<file path="config.mk">
export PLATFORM = sky130hd
export DESIGN_NAME = burst_addr_seq
export DESIGN_NICKNAME = d
export VERILOG_FILES = /design/src/rtl/burst_seq_pkg.sv /design/src/rtl/burst_seq_ctrl.sv /design/src/rtl/burst_seq_datapath.sv /design/src/rtl/burst_addr_seq.sv
export SDC_FILE = /design/constraint.sdc
export NUM_CORES = 1
export LEC_CHECK = 0
export BUFFER_PORTS_ARGS = -buffer_cell sky130_fd_sc_hd__buf_4
export CAP_MARGIN = 30
export CORE_ASPECT_RATIO = 1.5
export CORE_MARGIN = 1.5
export CORE_UTILIZATION = 35
export CTS_CLUSTER_DIAMETER = 150
export DETAILED_ROUTE_END_ITERATION = 6
export PLACE_DENSITY_LB_ADDON = 0.12
export SLEW_MARGIN = 20
export SYNTH_ARGS = -nofsm -noshare
export SYNTH_HDL_FRONTEND = slang
export SYNTH_SLANG_ARGS = --single-unit
</file>
<file path="constraint.sdc">
create_clock -name clk -period 1.6 [get_ports clk]
set_input_delay 0.08 -clock clk [delete_from_list [all_inputs] [get_ports clk]]
set_output_delay 0.08 -clock clk [all_outputs]
set_load 0.05 [all_outputs]
</file>
<file path="src/rtl/burst_seq_pkg.sv">
package burst_seq_pkg;
  typedef struct packed {
    logic load;
    logic step;
    logic deselect;
  } seqStrobes_t;
endpackage

</file>
<file path="src/rtl/burst_seq_ctrl.sv">
module burst_seq_ctrl
  import burst_seq_pkg::*;
(
  input  logic        clk,
  input  logic        rstN,
  input  logic        procStrobeN,
  input  logic        ctrlStrobeN,
  input  logic        chipEn1N,
  input  logic        chipEn2,
  input  logic        chipEn3N,
  input  logic        advanceN,
  output seqStrobes_t strobes,
  output logic        selected
);
  logic procHit;
  logic ctrlHit;
  logic anyStrobe;
  logic enablesOn;
  logic selectedReg;

  // processor strobe is only seen while chip enable 1 is low; it wins over ctrl
  assign procHit   = !procStrobeN && !chipEn1N;
  assign ctrlHit   = !ctrlStrobeN && !procHit;
  assign anyStrobe = procHit || ctrlHit;
  assign enablesOn = !chipEn1N && chipEn2 && !chipEn3N;

  always_comb begin
    strobes.load     = anyStrobe && enablesOn;
    strobes.deselect = anyStrobe && !enablesOn;
    strobes.step     = !advanceN && !anyStrobe;
  end

  always_ff @(posedge clk) begin
    if (!rstN)                 selectedReg <= 1'b0;
    else if (strobes.load)     selectedReg <= 1'b1;
    else if (strobes.deselect) selectedReg <= 1'b0;
  end

  assign selected = selectedReg;

  p_capture_sel_r2: assert property (@(posedge clk) disable iff (!rstN)
    (!ctrlStrobeN && !chipEn1N && chipEn2 && !chipEn3N) |=> selectedReg);

  p_ce1_gate_r4: assert property (@(posedge clk) disable iff (!rstN)
    (!procStrobeN && chipEn1N && ctrlStrobeN) |=> $stable(selectedReg));

  p_deselect_r5: assert property (@(posedge clk) disable iff (!rstN)
    (!ctrlStrobeN && !chipEn2) |=> !selectedReg);

  p_hold_sel_r8: assert property (@(posedge clk) disable iff (!rstN)
    (procStrobeN && ctrlStrobeN) |=> $stable(selectedReg));
endmodule

</file>
<file path="src/rtl/burst_seq_datapath.sv">
module burst_seq_datapath
  import burst_seq_pkg::*;
#(
  parameter int ADDR_W     = 17,
  parameter int BURST_BITS = 2
) (
  input  logic              clk,
  input  logic              rstN,
  input  seqStrobes_t       strobes,
  input  logic              interleaveMode,
  input  logic [ADDR_W-1:0] addrIn,
  output logic [ADDR_W-1:0] memAddr
);
  localparam int HI_W = ADDR_W - BURST_BITS;

  logic [HI_W-1:0]       upperReg;
  logic [BURST_BITS-1:0] startReg;
  logic [BURST_BITS-1:0] beatReg;
  logic                  modeReg;
  logic [BURST_BITS-1:0] lowBits;

  always_ff @(posedge clk) begin
    if (!rstN) begin
      upperReg <= '0;
      startReg <= '0;
      beatReg  <= '0;
      modeReg  <= 1'b0;
    end else if (strobes.load) begin
      upperReg <= addrIn[ADDR_W-1:BURST_BITS];
      startReg <= addrIn[BURST_BITS-1:0];
      beatReg  <= '0;
      modeReg  <= interleaveMode;
    end else if (strobes.step) begin
      beatReg  <= beatReg + 1'b1;
    end
  end

  always_comb begin
    if (modeReg) lowBits = startReg ^ beatReg;
    else         lowBits = startReg + beatReg;
  end

  assign memAddr = {upperReg, lowBits};

  p_step_next_r6: assert property (@(posedge clk) disable iff (!rstN)
    strobes.step |=> beatReg == BURST_BITS'($past(beatReg) + 1'b1));

  p_hold_r8: assert property (@(posedge clk) disable iff (!rstN)
    (!strobes.load && !strobes.step) |=>
      ($stable(beatReg) && $stable(upperReg) && $stable(startReg)));

  p_restart_r9: assert property (@(posedge clk) disable iff (!rstN)
    strobes.load |=> beatReg == '0);

  p_upper_fixed_r10: assert property (@(posedge clk) disable iff (!rstN)
    strobes.step |=> $stable(upperReg));

  p_mode_locked_r11: assert property (@(posedge clk) disable iff (!rstN)
    !strobes.load |=> $stable(modeReg));
endmodule

</file>
<file path="src/rtl/burst_addr_seq.sv">
module burst_addr_seq
  import burst_seq_pkg::*;
#(
  parameter int ADDR_W = 17
) (
  input  logic              clk,
  input  logic              rstN,
  input  logic              procStrobeN,
  input  logic              ctrlStrobeN,
  input  logic              chipEn1N,
  input  logic              chipEn2,
  input  logic              chipEn3N,
  input  logic              advanceN,
  input  logic              interleaveMode,
  input  logic [ADDR_W-1:0] addrIn,
  output logic [ADDR_W-1:0] memAddr,
  output logic              selected
);
  localparam int BURST_BITS = 2;

  seqStrobes_t strobes;

  burst_seq_ctrl i_ctrl (
    .clk         (clk),
    .rstN        (rstN),
    .procStrobeN (procStrobeN),
    .ctrlStrobeN (ctrlStrobeN),
    .chipEn1N    (chipEn1N),
    .chipEn2     (chipEn2),
    .chipEn3N    (chipEn3N),
    .advanceN    (advanceN),
    .strobes     (strobes),
    .selected    (selected)
  );

  burst_seq_datapath #(.ADDR_W(ADDR_W), .BURST_BITS(BURST_BITS)) i_datapath (
    .clk            (clk),
    .rstN           (rstN),
    .strobes        (strobes),
    .interleaveMode (interleaveMode),
    .addrIn         (addrIn),
    .memAddr        (memAddr)
  );
endmodule

</file>
==> impl_metrics.ini <==
[power]
p_per_area_nw_per_um2 = 775
total_power_w = 0.000996
ir_worst_vdd_mv = 0.461
p_leak_nw = 0.561

[layout]
layout-drive-gt1-share_pct = 36.9
antenna_cells = 0
final_nets = 169
nFillCells = 248
postLayoutCellArea_sq_um = 1280
layout.cells.non_filler = 165
syn2layout_area_growth_pct = 39.2

[synth]
syn_inst = 99
synthMuxAreaShare_pct = 19.5
synth_area_leaders = dfxtp_1 (46%), mux2i_1 (20%), nand2_1 (15%)
yosys.area_share.xor_xnor_pct = 1.90
synthSimpleGateAreaFrac_pct = 17.6
synth_fa_ha_area_share_pct = 1.36
synth_seq_cells = 21
synth_seq_area_share_pct = 45.5
netlist_area_sq_um = 923
synth_top_area_share_pct = 45.5
synth_compound_area_share_pct = 8.27
synthesis.nets = 126
synth_top_family_by_area = multiplexers
yosysTopAreaCell = dfxtp_1
yosys_warnings = 0
avgSynthCellArea_sq_um = 9.33
ys_types = 21

[setup_path]
crit_family = flip-flops
crit_fanout = 4
startpoint_type = flop
worstSetupPathType = reg -> out
critPathSlowestCell = dfxtp_1
end_kind = output pin
required_ns = 1.52
crit_buf_inv = 1
crit_arrival_ns = 1.30
slowest_delay_ns = 0.38
crit_chain = ha_1 -> nor2b_1 -> xnor2_1 -> buf_4

[global_route]
antenna_found_initial = 0
grt_pass1_wl_microns = 3050
grt_overflow = 0
grt_max_degree = 39
grt_pass1_vias = 762
track_usage_pct = 13.9

[clock_tree]
cts.htree.levels = 1
clk_pin_slew_worst_paths_ns = 0.12
clock_latency_ns = 0.29
cts_tree = yes
ctsHoldBuffers = 0
postCtsSetupBuffers = 0
postCtsResizedCells = 0
cts.sinks = 21
cts_buffers = 3
clk_path_buf_depth = 2
cts-root-buf = clkbuf_4

[timing]
finalCriticalPeriod_ns = 1.38
rsz0062_at_grt = no
max_freq_mhz = 723
clock_skew_ns = 0.0000299
drv_slew = 0
worst_pin_slew_ns = 0.344
finalSetupTns_ns = 0
layout_worst_path_cycle_share_pct = 86.5
hold_viol = 0
setup_viol = 0
relSlewSlack_pct = 77.1

[die]
die_y_microns = 65.9
ios = 44
rows = 22
dieArea_sq_um = 2960
initial_core_util_pct = 37.3
core-area_sq_um = 2480
die_w_microns = 44.9

[run]
drv_cap = 0

[drt]
drt_pass1_iterations = 3
routed_wl_microns = 1810
vias = 778
vias_per_cell = 4.72
first_iter_violations = 17
drc = 0
ant_nets = 0
routedWlPerCell_microns = 10.9

[hold_path]
hp-class = in -> reg

[placement]
dp.final_hpwl_microns = 1330
placed_cell_area_sq_um = 1260
place_congestion = 0.664
port_buffers = 43
placed_cells = 161

[status]
status = complete, no violations
-- cells in the mapped netlist --
cell and instances:
o21ai_0 1, clkbuf_1 1, o21a_1 1, inv_1 4, a211oi_1 1, or3_1 1, o31ai_1 1, a2111oi_4 1
buf_1 2, xnor2_1 2, o21ai_2 1, buf_2 1, buf_6 2, or4_4 1, nor2_1 1, ha_1 1
mux2i_1 18, nor2b_1 1, a211oi_2 1, dfxtp_1 21, nand2_1 36
-- state kept, by name, summed over array words and instances (netlist names) --
register and cells:
i_ctrl.selected 1, i_datapath.upperReg 15, i_datapath.beatReg 2, i_datapath.modeReg 1
i_datapath.startReg 2
-- cells by family after synthesis --
logic type,count (synthesis)
buffers and inverters,10
multiplexers,18
adder cells (fa/ha/maj),1
XOR/XNOR,2
AO/OA/AOI/OAI,7
flip-flops,21
AND/OR/NAND/NOR,40
-- worst register-to-register path: stages, from the launching register on --
cell and delay, ns:
dfxtp_1 0.38, inv_1 0.07, or4_4 0.53, a211oi_2 0.21
-- layout make-up --
| class | instances | area (sq um) | share of cell area [%] |
|---|---|---|---|
| clock buffers | 3 | 22.5 | 1.75 |
| flip-flops and latches | 21 | 420 | 32.7 |
| inverters | 4 | 15.0 | 1.17 |
| multi-input cells | 68 | 449 | 35.0 |
| repair buffers | 44 | 343 | 26.7 |
| well taps | 24 | 30.0 | 2.34 |
| clock inverters | 1 | 5.00 | 0.389 |
-- worst paths after layout --
| path | start | end | slack (ns) | depth (start not counted) |
|---|---|---|---|---|
| setup reg to reg | i_datapath.beatReg[0] | i_datapath.beatReg[1] | 0.34 | 3 |
| setup / recovery | i_datapath.beatReg[0] | memAddr[1] | 0.22 | 4 |
| hold reg to reg | i_datapath.upperReg[11] | i_datapath.upperReg[11] | 0.46 | 2 |
| hold / removal | addrIn[2] | i_datapath.upperReg[0] | 0.02 | 3 |
-- cells in the final DEF, fill, tap and decap left out, types with 2 or more instances in the layout --
master    Yosys  final
buf_4         0     43
mux2i_1      18     18
clkbuf_4      0      3
dfxtp_1      21     21
inv_1         4      4
xnor2_1       2      2
nand2_1      36     36
-- metal layers --
metal,global-route usage (%),up-vias,share of wire [%]
met1,14.5,347,39
met5,0,-,0
li1,-,406,-
met4,7.72,0,1.3
met2,24.1,23,54
met3,3.83,2,5.9
-- power by group --
part,total [W],internal [W],switching [W]
clock network,0.000248,0.0000930,0.000155
logic,0.000199,0.0000865,0.000113
registers,0.000548,0.000539,0.00000926
total,0.000996,0.000719,0.000277
-- through the flow --
step	hold WS, ns	util (%)	worst slack [ns]
floorplan	0.222	-	0.0865
global placement	0.339	50.8	0.409
detailed placement	0.346	50.8	0.356
CTS	0.00390	51.9	0.173
global route	0.00407	51.9	0.110
finish	0.0178	51.9	0.217
(Power assumes the default switching activity.)
